==> src/rtl/desc_seq_pkg.sv <==
package desc_seq_pkg;

   typedef enum logic [1:0] {
      MD_NEVER  = 2'd0,
      MD_IFTRUE = 2'd1,
      MD_IFFALS = 2'd2,
      MD_ALWAYS = 2'd3
   } mode_e;

   typedef enum logic [3:0] {
      OP_OUT_MORE = 4'd0,
      OP_OUT_LAST = 4'd1,
      OP_IN_MORE  = 4'd2,
      OP_IN_LAST  = 4'd3,
      OP_STORE    = 4'd4,
      OP_LOAD     = 4'd5,
      OP_NOP      = 4'd6,
      OP_STOP     = 4'd7
   } opc_e;

   // status word bit positions
   localparam int ST_RUN    = 15;
   localparam int ST_FLUSH  = 13;
   localparam int ST_WAKE   = 12;
   localparam int ST_DEAD   = 11;
   localparam int ST_ACTIVE = 10;
   localparam int ST_BT     = 8;

   // selector layout: mask field starts here, value field at bit 0
   localparam int SEL_MASK_LSB = 16;

   localparam logic [2:0] KEY_BAD  = 3'd4;
   localparam logic [2:0] KEY_REGS = 3'd5;
   localparam logic [2:0] KEY_DEV  = 3'd7;

   typedef struct packed {
      logic       xfer;
      logic       out;
      logic       last;
      logic       ls;
      logic       load;
      logic       nop;
      logic       stop;
      logic       kill;
      logic [2:0] size;
      logic [1:0] imode;
      logic [1:0] bmode;
      logic [1:0] wmode;
   } dec_t;

endpackage

==> src/rtl/desc_seq_cond.sv <==
module desc_seq_cond
   import desc_seq_pkg::*;
#(
   parameter int SW = 4
) (
   input  logic [SW-1:0] devstat,
   input  logic [31:0]   sel,
   input  logic [1:0]    mode,
   output logic          hit
);
   logic [SW-1:0] msk;
   logic [SW-1:0] val;
   logic          cond;

   assign msk  = sel[SEL_MASK_LSB +: SW];
   assign val  = sel[SW-1:0];
   assign cond = ((devstat & msk) == (val & msk));

   always_comb begin
      unique case (mode)
         MD_NEVER:  hit = 1'b0;
         MD_IFTRUE: hit = cond;
         MD_IFFALS: hit = !cond;
         default:   hit = 1'b1;
      endcase
   end
endmodule

==> src/rtl/desc_seq_decode.sv <==
module desc_seq_decode
   import desc_seq_pkg::*;
#(
   parameter int AW = 32
) (
   input  logic [15:0]   cmd,
   input  logic [15:0]   reqcnt,
   input  logic [AW-1:0] daddr,
   output dec_t          dec,
   output logic [AW-1:0] ls_addr
);
   logic [3:0] opc;
   logic [2:0] key;

   assign opc = cmd[15:12];
   assign key = cmd[10:8];

   always_comb begin
      dec       = '0;
      dec.imode = cmd[5:4];
      dec.bmode = cmd[3:2];
      dec.wmode = cmd[1:0];
      case (opc)
         OP_OUT_MORE, OP_OUT_LAST, OP_IN_MORE, OP_IN_LAST: begin
            dec.xfer = 1'b1;
            dec.out  = (opc == OP_OUT_MORE) || (opc == OP_OUT_LAST);
            dec.last = opc[0];
            dec.kill = (daddr == '0) || (key > 3'd3);
         end
         OP_STORE, OP_LOAD: begin
            dec.ls   = 1'b1;
            dec.load = (opc == OP_LOAD);
            dec.kill = (key == KEY_BAD) || (key == KEY_REGS) || (key == KEY_DEV);
         end
         OP_NOP:  dec.nop  = 1'b1;
         default: dec.stop = 1'b1;
      endcase

      if (reqcnt[2])      dec.size = 3'd4;
      else if (reqcnt[1]) dec.size = 3'd2;
      else                dec.size = 3'd1;
   end

   always_comb begin
      ls_addr = daddr;
      if (reqcnt[2])      ls_addr[1:0] = 2'b00;
      else if (reqcnt[1]) ls_addr[0]   = 1'b0;
   end
endmodule

==> src/rtl/desc_seq_lane.sv <==
module desc_seq_lane (
   input  logic [1:0]  boff,
   input  logic [2:0]  size,
   input  logic [31:0] rdata,
   input  logic [31:0] dep,
   output logic [31:0] merged,
   output logic [31:0] wdata,
   output logic [3:0]  wstrb
);
   logic [7:0]  rbyte;
   logic [15:0] rhalf;

   always_comb begin
      case (boff)
         2'd0:    rbyte = rdata[7:0];
         2'd1:    rbyte = rdata[15:8];
         2'd2:    rbyte = rdata[23:16];
         default: rbyte = rdata[31:24];
      endcase
      rhalf = boff[1] ? rdata[31:16] : rdata[15:0];
   end

   always_comb begin
      if (size[2]) begin
         merged = rdata;
         wdata  = dep;
         wstrb  = 4'hF;
      end else if (size[1]) begin
         merged = {dep[31:16], rhalf};
         wdata  = {dep[15:0], dep[15:0]};
         wstrb  = boff[1] ? 4'b1100 : 4'b0011;
      end else begin
         merged = {dep[31:8], rbyte};
         wdata  = {4{dep[7:0]}};
         wstrb  = 4'b0001 << boff;
      end
   end
endmodule

==> src/rtl/desc_seq.sv <==
module desc_seq
   import desc_seq_pkg::*;
#(
   parameter int AW = 32,
   parameter int SW = 4
) (
   input  logic          clk,
   input  logic          rst_n,
   input  logic          run_i,
   input  logic          act_set_i,
   input  logic          wake_i,
   input  logic          flush_i,
   input  logic          cp_wr_i,
   input  logic [AW-1:0] cp_data_i,
   input  logic [SW-1:0] devstat_i,
   input  logic [31:0]   int_sel_i,
   input  logic [31:0]   br_sel_i,
   input  logic [31:0]   wait_sel_i,
   output logic          mem_req_o,
   output logic          mem_we_o,
   output logic [AW-1:0] mem_addr_o,
   output logic [31:0]   mem_wdata_o,
   output logic [3:0]    mem_wstrb_o,
   input  logic          mem_ack_i,
   input  logic [31:0]   mem_rdata_i,
   output logic          xfer_req_o,
   output logic          xfer_out_o,
   output logic [AW-1:0] xfer_addr_o,
   output logic [15:0]   xfer_len_o,
   output logic          xfer_last_o,
   input  logic          xfer_done_i,
   input  logic [15:0]   xfer_resid_i,
   output logic          irq_o,
   output logic [15:0]   status_o,
   output logic [AW-1:0] cmd_ptr_o
);
   localparam int DESC_WORDS = 4;
   localparam int WIX        = $clog2(DESC_WORDS);
   localparam int DESC_BYTES = DESC_WORDS * 4;
   localparam int NCOND      = 3;

   if (AW < 8 || AW > 32) begin : g_bad_aw
      $error("desc_seq: AW must lie in 8..32");
   end
   if (SW < 1 || SW > 8) begin : g_bad_sw
      $error("desc_seq: SW must lie in 1..8");
   end

   typedef enum logic [2:0] {
      S_IDLE, S_FETCH, S_EXEC, S_XFER, S_LSMEM, S_WAIT, S_WB, S_POST
   } st_e;

   st_e            state;
   logic [31:0]    dw [DESC_WORDS];
   logic [WIX-1:0] wcnt;
   logic [AW-1:0]  cmd_ptr;
   logic           active, dead, bt, wake, flush, irq_q;
   logic [15:0]    st;

   dec_t           dec;
   logic [AW-1:0]  ls_addr;
   logic [31:0]    ln_merged, ln_wdata;
   logic [3:0]     ln_strb;

   logic [NCOND-1:0][31:0] c_sel;
   logic [NCOND-1:0][1:0]  c_mode;
   logic [NCOND-1:0]       c_hit;
   logic                   int_hit, br_hit, wait_hit;

   // ---------------- status word ----------------
   always_comb begin
      st            = '0;
      st[ST_RUN]    = run_i;
      st[ST_FLUSH]  = flush;
      st[ST_WAKE]   = wake;
      st[ST_DEAD]   = dead;
      st[ST_ACTIVE] = active;
      st[ST_BT]     = bt;
      st[SW-1:0]    = devstat_i;
   end

   // ---------------- decode and helpers ----------------
   desc_seq_decode #(.AW(AW)) u_dec (
      .cmd    (dw[0][31:16]),
      .reqcnt (dw[0][15:0]),
      .daddr  (dw[1][AW-1:0]),
      .dec    (dec),
      .ls_addr(ls_addr)
   );

   desc_seq_lane u_lane (
      .boff  (ls_addr[1:0]),
      .size  (dec.size),
      .rdata (mem_rdata_i),
      .dep   (dw[2]),
      .merged(ln_merged),
      .wdata (ln_wdata),
      .wstrb (ln_strb)
   );

   assign c_sel[0]  = int_sel_i;
   assign c_sel[1]  = br_sel_i;
   assign c_sel[2]  = wait_sel_i;
   assign c_mode[0] = dec.imode;
   assign c_mode[1] = dec.bmode;
   assign c_mode[2] = dec.wmode;

   for (genvar g = 0; g < NCOND; g++) begin : g_cond
      desc_seq_cond #(.SW(SW)) u_cond (
         .devstat(devstat_i),
         .sel    (c_sel[g]),
         .mode   (c_mode[g]),
         .hit    (c_hit[g])
      );
   end

   assign int_hit  = c_hit[0];
   assign br_hit   = c_hit[1];
   assign wait_hit = c_hit[2];

   // ---------------- port drive ----------------
   always_comb begin
      mem_req_o   = 1'b0;
      mem_we_o    = 1'b0;
      mem_addr_o  = cmd_ptr + AW'({wcnt, 2'b00});
      mem_wdata_o = dw[wcnt];
      mem_wstrb_o = 4'hF;
      case (state)
         S_FETCH: mem_req_o = 1'b1;
         S_LSMEM: begin
            mem_req_o   = 1'b1;
            mem_we_o    = !dec.load;
            mem_addr_o  = {ls_addr[AW-1:2], 2'b00};
            mem_wdata_o = ln_wdata;
            mem_wstrb_o = dec.load ? 4'hF : ln_strb;
         end
         S_WB: begin
            mem_req_o = 1'b1;
            mem_we_o  = 1'b1;
         end
         default: ;
      endcase
   end

   assign xfer_req_o  = (state == S_XFER);
   assign xfer_out_o  = dec.out;
   assign xfer_addr_o = dw[1][AW-1:0];
   assign xfer_len_o  = dw[0][15:0];
   assign xfer_last_o = dec.last;
   assign irq_o       = irq_q;
   assign status_o    = st;
   assign cmd_ptr_o   = cmd_ptr;

   // ---------------- sequencer ----------------
   always_ff @(posedge clk or negedge rst_n) begin
      if (!rst_n) begin
         state   <= S_IDLE;
         wcnt    <= '0;
         cmd_ptr <= '0;
         active  <= 1'b0;
         dead    <= 1'b0;
         bt      <= 1'b0;
         wake    <= 1'b0;
         flush   <= 1'b0;
         irq_q   <= 1'b0;
         for (int i = 0; i < DESC_WORDS; i++) dw[i] <= '0;
      end else begin
         irq_q <= 1'b0;
         case (state)
            S_IDLE: begin
               if (run_i && active) begin
                  state <= S_FETCH;
                  wcnt  <= '0;
                  wake  <= 1'b0;
               end
            end
            S_FETCH: begin
               if (mem_ack_i) begin
                  dw[wcnt] <= mem_rdata_i;
                  if (wcnt == WIX'(DESC_WORDS - 1)) state <= S_EXEC;
                  else wcnt <= wcnt + 1'b1;
               end
            end
            S_EXEC: begin
               if (!run_i || !active) begin
                  state <= S_IDLE;
               end else if (dec.stop) begin
                  active <= 1'b0;
                  state  <= S_IDLE;
               end else if (dec.kill) begin
                  dead   <= 1'b1;
                  active <= 1'b0;
                  irq_q  <= 1'b1;
                  state  <= S_IDLE;
               end else if (dec.xfer) begin
                  state <= S_XFER;
               end else if (dec.ls) begin
                  state <= S_LSMEM;
               end else begin
                  state <= S_WAIT;
               end
            end
            S_XFER: begin
               if (xfer_done_i) begin
                  dw[3][15:0] <= xfer_resid_i;
                  state       <= S_WAIT;
               end
            end
            S_LSMEM: begin
               if (mem_ack_i) begin
                  if (dec.load) dw[2] <= ln_merged;
                  state <= S_WAIT;
               end
            end
            S_WAIT: begin
               if (!run_i || !active) begin
                  state <= S_IDLE;
               end else if (!wait_hit) begin
                  dw[3][31:16] <= st;
                  if (dec.ls || (dec.xfer && dec.last)) flush <= 1'b0;
                  wcnt  <= '0;
                  state <= S_WB;
               end
            end
            S_WB: begin
               if (mem_ack_i) begin
                  if (wcnt == WIX'(DESC_WORDS - 1)) state <= S_POST;
                  else wcnt <= wcnt + 1'b1;
               end
            end
            S_POST: begin
               irq_q <= int_hit;
               if (!dec.ls && br_hit) begin
                  cmd_ptr <= {dw[2][AW-1:4], 4'b0000};
                  bt      <= 1'b1;
               end else begin
                  cmd_ptr <= cmd_ptr + AW'(DESC_BYTES);
                  bt      <= 1'b0;
               end
               state <= S_IDLE;
            end
            default: state <= S_IDLE;
         endcase

         // software-side controls take precedence over the sequencer
         if (!run_i) begin
            active <= 1'b0;
            dead   <= 1'b0;
         end else if (act_set_i || wake_i) begin
            active <= 1'b1;
         end
         if (wake_i && run_i) wake <= 1'b1;
         if (flush_i) flush <= 1'b1;
         if (cp_wr_i && !active) cmd_ptr <= {cp_data_i[AW-1:4], 4'b0000};
      end
   end
endmodule

==> config.mk <==
export PLATFORM = sky130hd
export DESIGN_NAME = desc_seq
export DESIGN_NICKNAME = d
export VERILOG_FILES = /design/src/rtl/desc_seq_pkg.sv /design/src/rtl/desc_seq_cond.sv /design/src/rtl/desc_seq_decode.sv /design/src/rtl/desc_seq_lane.sv /design/src/rtl/desc_seq.sv
export SDC_FILE = /design/constraint.sdc
export NUM_CORES = 1
export LEC_CHECK = 0
export BUFFER_PORTS_ARGS = -buffer_cell sky130_fd_sc_hd__buf_2
export CAP_MARGIN = 15
export CELL_PAD_IN_SITES_DETAIL_PLACEMENT = 1
export CELL_PAD_IN_SITES_GLOBAL_PLACEMENT = 1
export CORE_ASPECT_RATIO = 2
export CORE_MARGIN = 2
export CORE_UTILIZATION = 35
export DETAILED_ROUTE_END_ITERATION = 10
export PLACE_DENSITY_LB_ADDON = 0.15
export SETUP_SLACK_MARGIN = 0.2
export SLEW_MARGIN = 20
export SYNTH_ARGS = -nofsm -noshare
export SYNTH_HDL_FRONTEND = slang
export SYNTH_HIERARCHICAL = 1
export SYNTH_SLANG_ARGS = --single-unit
export TNS_END_PERCENT = 1
==> constraint.sdc <==
create_clock -name clk -period 2.1 [get_ports clk]
set_input_delay 0.21 -clock clk [delete_from_list [all_inputs] [get_ports clk]]
set_output_delay 0.21 -clock clk [all_outputs]
set_load 0.05 [all_outputs]
==> impl_metrics.csv <==
group,metric,value,unit
outcome,status,"finished, violations left",
outcome,violations,"setup timing",
sta,fin_crit_sh,1.12,
setup_path,cp.required,1.89,ns
setup_path,max_stage_delay,0.38,ns
setup_path,crit_chain,"nor2b_4, buf_6, buf_16, nand2b_4, a21o_1, or3_4, buf_8",
sta,slew_headroom,0.409,
grt,grt_pass1_vias,13000,
route,wire_per_inst,26.5,um
setup_path,critPathCaptureType,"primary output",
floorplanning,dieArea,36000,sq um
place,dp.cells,2046,
setup_path,endpoint,"mem_wstrb_o[0]",
clocking,htreeDepth,4,
sta,hold_ws,0.0193,ns
floorplanning,io_pins,359,
route,via_per_inst,5.68,
pwr,ir_drop,1.42,mV
sta,hold_viol,0,
final_layout,area_delta_synth_final,39.4,%
clocking,clock-sinks,167,
floorplanning,die_w,135,um
route,wl_met1,19.3,mm
setup_path,cp.arrival,2.14,ns
floorplanning,num_rows,96,
place,port_buffers,270,
route,finalWirelength,56.8,mm
grt,grt_overflow_total,0,
route,wl_met3,2.33,mm
final_layout,fin_cells,2145,
sta,min_period,2.35,ns
setup_path,cp_max_fo,7,
yosys,synth_warnings,6,
grt,grt_pass1_wl,82.7,mm
place,dpl.hpwl,41.2,mm
setup_path,r2r-end,"state[1]$_DFFE_PN0P_",
clocking,clockBufferDepth,2,
floorplanning,initial_core_util,0.353,
floorplanning,coreArea,34100,sq um
hold_path,min_path_type,"primary input to flip-flop",
grt,grt_antenna_before_repair,2,
yosys,syn_inst,1390,
route,via_count,12200,
setup_path,ff2ff_path_depth,9,
route,first_pass_iters,5,
sta,tightest_slew,0.885,ns
clocking,cts_root_buf,"clkbuf_16",
sta,setup-violations-final,56,
route,drc_errors,0,
grt,grt_usage,0.315,
run,drv_cap,0,
setup_path,critPathKind,"flip-flop to primary output",
grt,grt_start_max_net_pins,65,
route,drt_iter0_drc,742,
route,ant_nets,0,
route,dr.max_layer_used,"met4",
sta,drv_slew,0,
pwr,p_per_area,2030,nW/um^2
sta,max_freq,425,MHz
floorplanning,die_h,266,um
yosys,netlist_area,12100,sq um
setup_path,critPathLaunch,"xfer_len_o[1]$_DFFE_PN0P_",
yosys,avgSynthCellArea,8.67,sq um
clocking,numCtsBuffers,17,
route,met2WireLength,30.9,mm
setup_path,start_kind,"flip-flop",
clocking,cts_tree,"done",
setup_path,cp_slowest_cell,"dfrtp_1",
clocking,clock_latency,0.46,ns
final_layout,fin_nets,1884,
pwr,p_leak,7.47,nW
setup_path,r2r_slack,-0.06,ns
final_layout,drive_gt1_frac,0.449,
sta,rsz0062_at_grt,"yes",
clocking,path_clk_slew,0.07,ns
sta,skew,0.0130,ns
setup_path,reg2reg_from,"xfer_addr_o[9]$_DFFE_PN0P_",
place,gp_congestion,0.917,
sta,setup_ws,-0.251,ns
[per-layer routing]
layer | GRT usage | vias to the layer above
met4 | 0.214 | 0
met2 | 0.586 | 461
li1 | - | 5374
met1 | 0.317 | 6162
met3 | 0.0471 | 192
met5 | 0 | -
[critical path: cells and delay by family, from the launching register on]
kind	cells	cell delay (ns)
AOI/OAI and AO/OA	1	0.19
and+or+nand+nor	3	0.66
DFF	1	0.38
buffers and inverters	3	0.44
[flip-flops by register name (all words and copies together), names as in the netlist]
| name | count |
|---|---|
| wcnt | 2 |
| wake | 1 |
| xfer_addr_o | 32 |
| irq_o | 1 |
| dw | 80 |
| active | 1 |
| xfer_len_o | 16 |
| bt | 1 |
| state | 3 |
| flush | 1 |
| dead | 1 |
| cmd_ptr_o | 28 |
[layout make-up]
| class | instances | area (sq um) |
|---|---|---|
| fillers | 3938 | 17300 |
| multi-input cells | 1002 | 7240 |
| flip-flops and latches | 167 | 4190 |
| repair buffers | 479 | 4120 |
| well taps | 441 | 552 |
| clock buffers | 20 | 457 |
| clock inverters | 11 | 146 |
| inverters | 23 | 98.8 |
| diodes | 2 | 5.00 |
[timing repair]
action | 4_1_cts | 5_1_grt
gates resized for setup | 245 | 101
hold endpoints to repair | 82 | 0
setup endpoints to repair | 206 | 219
hold buffers | 36 | 0
setup buffers | 24 | 2
cloned | 4 | 0
pin swaps | 64 | 39
[metrics by stage]
step	cell area [sq um]	total power, mW	setup WS [ns]	utilization	setup TNS, ns
final	16800	34.2	-0.251	0.493	-6.68
after global routing	16800	35.6	-0.294	0.493	-11.07
after CTS	16400	33.4	-0.242	0.482	-7.48
after detailed placement	14400	27.4	-0.683	0.421	-23.07
after global placement	14400	27.1	-0.727	0.421	-26.96
after floorplan	12100	20.5	-0.442	-	-12.60
[report_power, final]
group / total (mW) / internal, mW / switching [mW] / leakage (nW)
Combinational: 23.9 / 9.88 / 14.0 / 5.15
Clock: 3.41 / 1.93 / 1.48 / 0.293
Sequential: 6.82 / 4.67 / 2.16 / 2.03
[worst min path at each step]
stage | slack [ns] | start | endpoint | depth (start not counted)
after floorplan | -0.09 | rst_n | active$_DFFE_PN0P_ | 0
after global placement | 0.24 | rst_n | state[2]$_DFFE_PN0P_ | 1
after detailed placement | 0.24 | rst_n | state[2]$_DFFE_PN0P_ | 1
after CTS | 0.003 | xfer_resid_i[9] | dw[9]$_DFFE_PN0P_ | 3
after global routing | 0.03 | xfer_resid_i[9] | dw[9]$_DFFE_PN0P_ | 3
final | 0.02 | xfer_resid_i[12] | dw[12]$_DFFE_PN0P_ | 3
[cells in the final DEF, fill, tap and decap left out, drive strengths merged, types with 6 or more instances in the layout]
| cell type | count |
|---|---|
| a21o | 6 |
| a21oi | 67 |
| a22o | 12 |
| a31oi | 53 |
| and3 | 8 |
| buf | 440 |
| clkbuf | 21 |
| clkinv | 6 |
| conb | 12 |
| dfrtp | 167 |
| dlygate4sd3 | 36 |
| inv | 23 |
| mux2 | 108 |
| mux2i | 19 |
| mux4 | 32 |
| nand2 | 294 |
| nand2b | 10 |
| nand3 | 84 |
| nand4 | 12 |
| nor2 | 81 |
| nor2b | 7 |
| nor3 | 12 |
| nor4 | 9 |
| o21ai | 57 |
| o22a | 21 |
| o22ai | 7 |
| xor2 | 30 |
Power figures use the tool's default switching activity.
